## src/rtl/hdir_pkg.sv

```systemverilog
package hdir_pkg;

  typedef enum logic [1:0] {
    LS_HOME  = 2'd0,
    LS_FRESH = 2'd1,
    LS_GONE  = 2'd2
  } line_state_e;

  typedef enum logic [1:0] {
    OP_READ = 2'd0,
    OP_OWN  = 2'd1,
    OP_WB   = 2'd2,
    OP_RSV  = 2'd3
  } req_op_e;

  typedef enum logic [2:0] {
    RC_DATA      = 3'd0,
    RC_DATA_HEAD = 3'd1,
    RC_HEAD      = 3'd2,
    RC_GRANT     = 3'd3,
    RC_RETRY     = 3'd4
  } rsp_code_e;

endpackage

```

## src/rtl/hdir_decide.sv

```systemverilog
module hdir_decide
  import hdir_pkg::*;
#(
  parameter int NODE_W = 6,
  parameter int DATA_W = 32
) (
  input  logic [1:0]        op,
  input  logic [NODE_W-1:0] node,
  input  logic [DATA_W-1:0] wdata,
  input  line_state_e       cur_state,
  input  logic [NODE_W-1:0] cur_head,
  input  logic [DATA_W-1:0] cur_data,
  output logic              upd,
  output line_state_e       nxt_state,
  output logic [NODE_W-1:0] nxt_head,
  output logic [DATA_W-1:0] nxt_data,
  output rsp_code_e         code,
  output logic [NODE_W-1:0] rhead,
  output logic [DATA_W-1:0] rdata
);

  logic is_head;
  assign is_head = (node == cur_head);

  always_comb begin
    upd       = 1'b0;
    nxt_state = cur_state;
    nxt_head  = cur_head;
    nxt_data  = cur_data;
    code      = RC_RETRY;
    rhead     = '0;
    rdata     = '0;
    unique case (op)
      OP_READ: begin
        unique case (cur_state)
          LS_HOME: begin
            upd = 1'b1; nxt_state = LS_FRESH; nxt_head = node;
            code = RC_DATA; rdata = cur_data;
          end
          LS_FRESH: begin
            upd = 1'b1; nxt_head = node;
            code = RC_DATA_HEAD; rdata = cur_data; rhead = cur_head;
          end
          LS_GONE: begin
            upd = 1'b1; nxt_head = node;
            code = RC_HEAD; rhead = cur_head;
          end
          default: code = RC_RETRY;
        endcase
      end
      OP_OWN: begin
        unique case (cur_state)
          LS_HOME: begin
            upd = 1'b1; nxt_state = LS_GONE; nxt_head = node;
            code = RC_DATA; rdata = cur_data;
          end
          LS_FRESH: begin
            upd = 1'b1; nxt_state = LS_GONE;
            if (is_head) begin
              code = RC_GRANT;
            end else begin
              nxt_head = node;
              code = RC_DATA_HEAD; rdata = cur_data; rhead = cur_head;
            end
          end
          LS_GONE: begin
            if (is_head) begin
              code = RC_GRANT;
            end else begin
              upd = 1'b1; nxt_head = node;
              code = RC_HEAD; rhead = cur_head;
            end
          end
          default: code = RC_RETRY;
        endcase
      end
      OP_WB: begin
        if (is_head && (cur_state == LS_FRESH || cur_state == LS_GONE)) begin
          upd = 1'b1; nxt_state = LS_HOME; nxt_head = '0;
          if (cur_state == LS_GONE) nxt_data = wdata;
          code = RC_GRANT;
        end
      end
      default: code = RC_RETRY;
    endcase
  end

endmodule

```

## src/rtl/hdir_line_store.sv

```systemverilog
module hdir_line_store
  import hdir_pkg::*;
#(
  parameter int NODE_W = 6,
  parameter int LINE_W = 4,
  parameter int DATA_W = 32
) (
  input  logic              clk,
  input  logic              rst_n,
  input  logic              wr_en,
  input  logic [LINE_W-1:0] wr_idx,
  input  line_state_e       wr_state,
  input  logic [NODE_W-1:0] wr_head,
  input  logic [DATA_W-1:0] wr_data,
  input  logic [LINE_W-1:0] rd_idx,
  output line_state_e       rd_state,
  output logic [NODE_W-1:0] rd_head,
  output logic [DATA_W-1:0] rd_data
);

  localparam int LINES = 1 << LINE_W;

  line_state_e       st_q   [LINES];
  logic [NODE_W-1:0] head_q [LINES];
  logic [DATA_W-1:0] data_q [LINES];

  for (genvar g = 0; g < LINES; g++) begin : g_line
    logic              en;
    line_state_e       st_d;
    logic [NODE_W-1:0] head_d;
    logic [DATA_W-1:0] data_d;

    assign en = wr_en && (wr_idx == LINE_W'(g));

    always_comb begin
      st_d   = st_q[g];
      head_d = head_q[g];
      data_d = data_q[g];
      if (en) begin
        st_d   = wr_state;
        head_d = wr_head;
        data_d = wr_data;
      end
    end

    always_ff @(posedge clk or negedge rst_n) begin
      if (!rst_n) begin
        st_q[g]   <= LS_HOME;
        head_q[g] <= '0;
        data_q[g] <= '0;
      end else begin
        st_q[g]   <= st_d;
        head_q[g] <= head_d;
        data_q[g] <= data_d;
      end
    end
  end

  assign rd_state = st_q[rd_idx];
  assign rd_head  = head_q[rd_idx];
  assign rd_data  = data_q[rd_idx];

endmodule

```

## src/rtl/hdir_rsp_reg.sv

```systemverilog
module hdir_rsp_reg
  import hdir_pkg::*;
#(
  parameter int NODE_W = 6,
  parameter int DATA_W = 32
) (
  input  logic              clk,
  input  logic              rst_n,
  input  logic              load,
  input  logic              take,
  input  rsp_code_e         in_code,
  input  logic [NODE_W-1:0] in_node,
  input  logic [NODE_W-1:0] in_head,
  input  logic [DATA_W-1:0] in_data,
  output logic              out_valid,
  output rsp_code_e         out_code,
  output logic [NODE_W-1:0] out_node,
  output logic [NODE_W-1:0] out_head,
  output logic [DATA_W-1:0] out_data
);

  logic              valid_d;
  rsp_code_e         code_d;
  logic [NODE_W-1:0] node_d, head_d;
  logic [DATA_W-1:0] data_d;

  always_comb begin
    valid_d = out_valid;
    code_d  = out_code;
    node_d  = out_node;
    head_d  = out_head;
    data_d  = out_data;
    if (take) valid_d = 1'b0;
    if (load) begin
      valid_d = 1'b1;
      code_d  = in_code;
      node_d  = in_node;
      head_d  = in_head;
      data_d  = in_data;
    end
  end

  always_ff @(posedge clk or negedge rst_n) begin
    if (!rst_n) begin
      out_valid <= 1'b0;
      out_code  <= RC_RETRY;
      out_node  <= '0;
      out_head  <= '0;
      out_data  <= '0;
    end else begin
      out_valid <= valid_d;
      out_code  <= code_d;
      out_node  <= node_d;
      out_head  <= head_d;
      out_data  <= data_d;
    end
  end

endmodule

```

## src/rtl/hdir_home.sv

```systemverilog
module hdir_home
  import hdir_pkg::*;
#(
  parameter int NODE_W = 6,
  parameter int LINE_W = 4,
  parameter int DATA_W = 32
) (
  input  logic              clk,
  input  logic              rst_n,
  input  logic              req_valid,
  output logic              req_ready,
  input  logic [1:0]        req_op,
  input  logic [NODE_W-1:0] req_node,
  input  logic [LINE_W-1:0] req_line,
  input  logic [DATA_W-1:0] req_data,
  output logic              rsp_valid,
  input  logic              rsp_ready,
  output logic [2:0]        rsp_code,
  output logic [NODE_W-1:0] rsp_node,
  output logic [NODE_W-1:0] rsp_head,
  output logic [DATA_W-1:0] rsp_data
);

  // reset released synchronously
  logic [1:0] rst_sync_q;
  always_ff @(posedge clk or negedge rst_n) begin
    if (!rst_n) rst_sync_q <= 2'b00;
    else        rst_sync_q <= {rst_sync_q[0], 1'b1};
  end
  logic live;
  assign live = rst_sync_q[1];

  logic fire, take;
  assign req_ready = live && (!rsp_valid || rsp_ready);
  assign fire      = req_valid && req_ready;
  assign take      = rsp_valid && rsp_ready;

  line_state_e       cur_state, nxt_state;
  logic [NODE_W-1:0] cur_head, nxt_head, dec_head;
  logic [DATA_W-1:0] cur_data, nxt_data, dec_data;
  logic              dec_upd;
  rsp_code_e         dec_code, out_code;

  hdir_line_store #(.NODE_W(NODE_W), .LINE_W(LINE_W), .DATA_W(DATA_W)) u_store (
    .clk      (clk),
    .rst_n    (rst_n),
    .wr_en    (fire && dec_upd),
    .wr_idx   (req_line),
    .wr_state (nxt_state),
    .wr_head  (nxt_head),
    .wr_data  (nxt_data),
    .rd_idx   (req_line),
    .rd_state (cur_state),
    .rd_head  (cur_head),
    .rd_data  (cur_data)
  );

  hdir_decide #(.NODE_W(NODE_W), .DATA_W(DATA_W)) u_decide (
    .op        (req_op),
    .node      (req_node),
    .wdata     (req_data),
    .cur_state (cur_state),
    .cur_head  (cur_head),
    .cur_data  (cur_data),
    .upd       (dec_upd),
    .nxt_state (nxt_state),
    .nxt_head  (nxt_head),
    .nxt_data  (nxt_data),
    .code      (dec_code),
    .rhead     (dec_head),
    .rdata     (dec_data)
  );

  hdir_rsp_reg #(.NODE_W(NODE_W), .DATA_W(DATA_W)) u_rsp (
    .clk       (clk),
    .rst_n     (rst_n),
    .load      (fire),
    .take      (take),
    .in_code   (dec_code),
    .in_node   (req_node),
    .in_head   (dec_head),
    .in_data   (dec_data),
    .out_valid (rsp_valid),
    .out_code  (out_code),
    .out_node  (rsp_node),
    .out_head  (rsp_head),
    .out_data  (rsp_data)
  );

  assign rsp_code = out_code;

endmodule

```

## config.mk

```make
export PLATFORM = sky130hd
export DESIGN_NAME = hdir_home
export DESIGN_NICKNAME = d
export VERILOG_FILES = /design/src/rtl/hdir_pkg.sv /design/src/rtl/hdir_decide.sv /design/src/rtl/hdir_line_store.sv /design/src/rtl/hdir_rsp_reg.sv /design/src/rtl/hdir_home.sv
export SDC_FILE = /design/constraint.sdc
export NUM_CORES = 1
export LEC_CHECK = 0
export ABC_CLOCK_PERIOD_IN_PS = 4100
export BUFFER_PORTS_ARGS = -buffer_cell sky130_fd_sc_hd__buf_2
export CORE_ASPECT_RATIO = 0.6
export CORE_MARGIN = 10
export CORE_UTILIZATION = 58
export CTS_BUF_LIST = sky130_fd_sc_hd__clkbuf_2 sky130_fd_sc_hd__clkbuf_4 sky130_fd_sc_hd__clkbuf_8
export CTS_CLUSTER_SIZE = 30
export DETAILED_ROUTE_END_ITERATION = 10
export PLACE_DENSITY = 0.76
export SKIP_LAST_GASP = 1
export SLEW_MARGIN = 5
export SYNTH_ARGS = -nofsm -noshare
export SYNTH_HDL_FRONTEND = slang
export SYNTH_SLANG_ARGS = --single-unit
```

## constraint.sdc

```tcl
create_clock -name clk -period 4.1 [get_ports clk]
set_clock_uncertainty 0.15 [all_clocks]
set_input_delay 0.41 -clock clk [delete_from_list [all_inputs] [get_ports clk]]
set_output_delay 0.41 -clock clk [all_outputs]
set_load 0.02 [all_outputs]
```

==> results.json <==
{
  "dp_hpwl_mm": 46.5,
  "cts_tree": "yes",
  "io_buffers": 96,
  "fin_crit_ns": 3.90,
  "p_per_area_nw_per_um2": 378,
  "fin_area_um2": 36300,
  "syn_area_per_cell_um2": 16.3,
  "slew_headroom": 0.333,
  "critPathLaunchType": "flip-flop",
  "seq_area_frac_synth": 0.548,
  "antenna_found_initial": 0,
  "nets": 2157,
  "ctsHoldBuffers": 9,
  "via_per_inst": 6.23,
  "combPwrFrac": 0.060,
  "fp-row-count": 66,
  "maxCapViolations": 0,
  "worstSetupPathType": "flip-flop to flip-flop",
  "grt_max_degree": 112,
  "seqPwrFrac": 0.507,
  "cts_buffers": 100,
  "cp_slowest_stage_delay_ns": 0.46,
  "cp-startpoint": "u_store.st_q[27]",
  "post-cts-setup-buffers": 0,
  "fin_crit_sh": 0.951,
  "pwr-share-clk": 0.433,
  "r2r_end": "u_store.data_q[97]",
  "p_leak_nw": 17.7,
  "path_cells": "mux4_2, mux2_2, o21ai_4, inv_2, ha_2, or2_2, a211oi_2, mux2i_4, buf_12, nor4_4, buf_4, buf_12, mux2_2",
  "track_usage": 0.236,
  "ys_warn_count": 0,
  "finalSetupViolations": 0,
  "post-route-util": 0.672,
  "final_cell_mix": "dfrtp_1, mux2_2, mux4_2",
  "internal_power_mw": 10.5,
  "r2r_slack_ns": 0.20,
  "dieArea_um2": 64400,
  "placed_cell_area_um2": 34000,
  "cp-endpoint": "u_store.data_q[97]",
  "fin_ws_ns": 0.202,
  "critical_path_arrival_ns": 4.34,
  "netlist_instances": 1931,
  "drv_slew": 0,
  "die_y_um": 201,
  "fmax_mhz": 257,
  "grt_pass1_vias": 19500,
  "cts-root-buf": "clkbuf_8",
  "remaining_drc_errors": 0,
  "wire_per_inst_um": 25.8,
  "crit_path_top_delay_cell": "mux4_2",
  "p_sw_mw": 3.19,
  "grt_pass1_wl_mm": 119,
  "path_clk_slew_ns": 0.06,
  "cp.required_ns": 4.54,
  "start_util": 0.584,
  "drt-total-wl_mm": 74.6,
  "synth_ff_type": "dfrtp_1",
  "switching_share": 0.233,
  "place_congestion": 0.795,
  "synth_seq_cells": 690,
  "tightest_slew_ns": 1.00,
  "die_w_um": 321,
  "cts_buffer_depth": 3,
  "ff2ff_path_depth": 13,
  "place_ws_ns": -0.0419,
  "ant_nets": 0,
  "rsz0062_at_grt": "no",
  "drt-initial-drc-count": 1463,
  "ys_types": 54,
  "grt_overflow_total": 0,
  "syn_nets": 1985,
  "hp-class": "input port to flip-flop",
  "cts_resized": 0,
  "end_kind": "flip-flop",
  "dr_total_vias": 18000,
  "synth_area_um2": 31500,
  "async_flop_share": 1.00,
  "clk_latency_ns": 0.72,
  "r2r_start": "u_store.st_q[27]",
  "critPathMaxFanout": 16,
  "synth-edff-count": 0,
  "area_growth_pct": 15.1,
  "drive_gt1_frac": 0.581,
  "status": "finished clean",
  "cts.sinks": 690,
  "hold_viol": 0,
  "antenna_cells": 0,
  "num_io_pins": 97,
  "htree_levels": 3,
  "drt_first_pass_iters": 5,
  "ir_drop_uv": 209,
  "final_common_cell": "dfrtp_1",
  "core_um2": 54000
}
sequential cells by signal, summed over array words and instances (netlist names):
| register | flops |
|---|---|
| u_rsp.out_node | 6 |
| u_store.head_q | 96 |
| u_store.data_q | 512 |
| u_rsp.out_head | 6 |
| u_rsp.out_valid | 1 |
| u_rsp.out_data | 32 |
| u_rsp.out_code | 3 |
| rst_sync_q | 2 |
| u_store.st_q | 32 |
synth_stat cells (3+ instances only):
master / instances / area share
dfrtp_1: 689 / 0.55
mux2_2: 632 / 0.23
mux4_2: 188 / 0.13
clkbuf_1: 76 / 0.0090
buf_2: 60 / 0.0095
mux2_1: 53 / 0.019
a22o_1: 39 / 0.011
buf_1: 22 / 0.0026
nand2_1: 18 / 0.0021
mux2i_1: 16 / 0.0051
nor2_1: 14 / 0.0017
buf_4: 12 / 0.0029
a21oi_1: 9 / 0.0014
nand2b_1: 7 / 0.0014
o21ai_0: 7 / 0.0011
ha_1: 6 / 0.0024
nor2b_1: 5 / 0.00099
nor4_2: 5 / 0.0020
a211oi_1: 4 / 0.00095
and2_0: 4 / 0.00079
and2_1: 4 / 0.00079
buf_6: 4 / 0.0014
inv_1: 4 / 0.00048
nor4b_2: 4 / 0.0019
o211ai_1: 4 / 0.00095
a21o_1: 3 / 0.00071
nor3_2: 3 / 0.00095
xnor2_1: 3 / 0.00083
xor2_1: 3 / 0.00083
worst max-delay path: cells and delay by family, from the launching register on:
family	cells	cell delay (ns)
mux	4	1.24
buf+inv	4	0.73
simple gates	2	0.59
compound gates	2	0.45
flops	1	0.42
fa+ha+maj	1	0.18
power groups by stage:
stage | registers [mW] | clock network [mW] | logic [mW]
3_5_place_dp | 7.08 | 0 | 0.828
4_1_cts | 6.95 | 6.05 | 0.837
6_report | 6.96 | 5.94 | 0.821
2_1_floorplan | 7.08 | 0 | 0.449
5_1_grt | 6.96 | 6.37 | 0.897
3_3_place_gp | 7.07 | 0 | 0.808
kinds of logic (layout without fill, tap and decap cells):
kind of cell               Yosys count  after routing  share of synthesized area
and+or+nand+nor                     77             77                     0.0174
DFF                                690            690                      0.548
adders and majority gates            6              6                    0.00238
buffers and inverters              178            428                     0.0259
AOI/OAI and AO/OA                   83             83                     0.0202
muxes                              890            890                      0.385
other                                1              1                   0.000119
xor gates and xnor gates             6              6                    0.00167
metrics by stage:
step                      cells  total power, mW  hold WS [ns]  TNS [ns]
after floorplan            1931             7.53       -0.0356    -0.157
after global routing       2895             14.2        0.0939         0
after detailed placement   2706             7.91         0.201    -0.463
final                      2895             13.7        0.0977         0
after global placement     2706             7.88         0.183         0
after CTS                  2895             13.8        0.0442         0
metal layers:
layer  wire length, µm  GRT usage  vias up  share of wire
met4              1540     0.0612        0          0.021
met1             33900      0.343     9807           0.45
met3              4030     0.0482      120          0.054
li1                  -          -     7631              -
met2             35100      0.362      475           0.47
met5                 0          0        -              0
cell type report:
type,instances,area (µm²)
well taps,714,893
flip-flops and latches,690,17300
clock inverters,13,129
inverters,4,15.0
clock buffers,167,2070
multi-input cells,1063,13600
repair buffers,244,2300
fillers,3632,17700
worst min path at each step:
| stage | cells after the start | endpoint | slack (ns) | start |
|---|---|---|---|---|
| after floorplan | 0 | rst_sync_q[0] | -0.04 | rst_n |
| after global placement | 0 | rst_sync_q[1] | 0.18 | rst_sync_q[0] |
| after detailed placement | 0 | rst_sync_q[1] | 0.20 | rst_sync_q[0] |
| after CTS | 4 | u_rsp.out_code[2] | 0.04 | req_op[1] |
| after global routing | 4 | u_rsp.out_code[2] | 0.09 | req_op[1] |
| final | 4 | u_rsp.out_code[2] | 0.1 | req_op[1] |
Note: power is estimated with default switching activity, not from simulation.
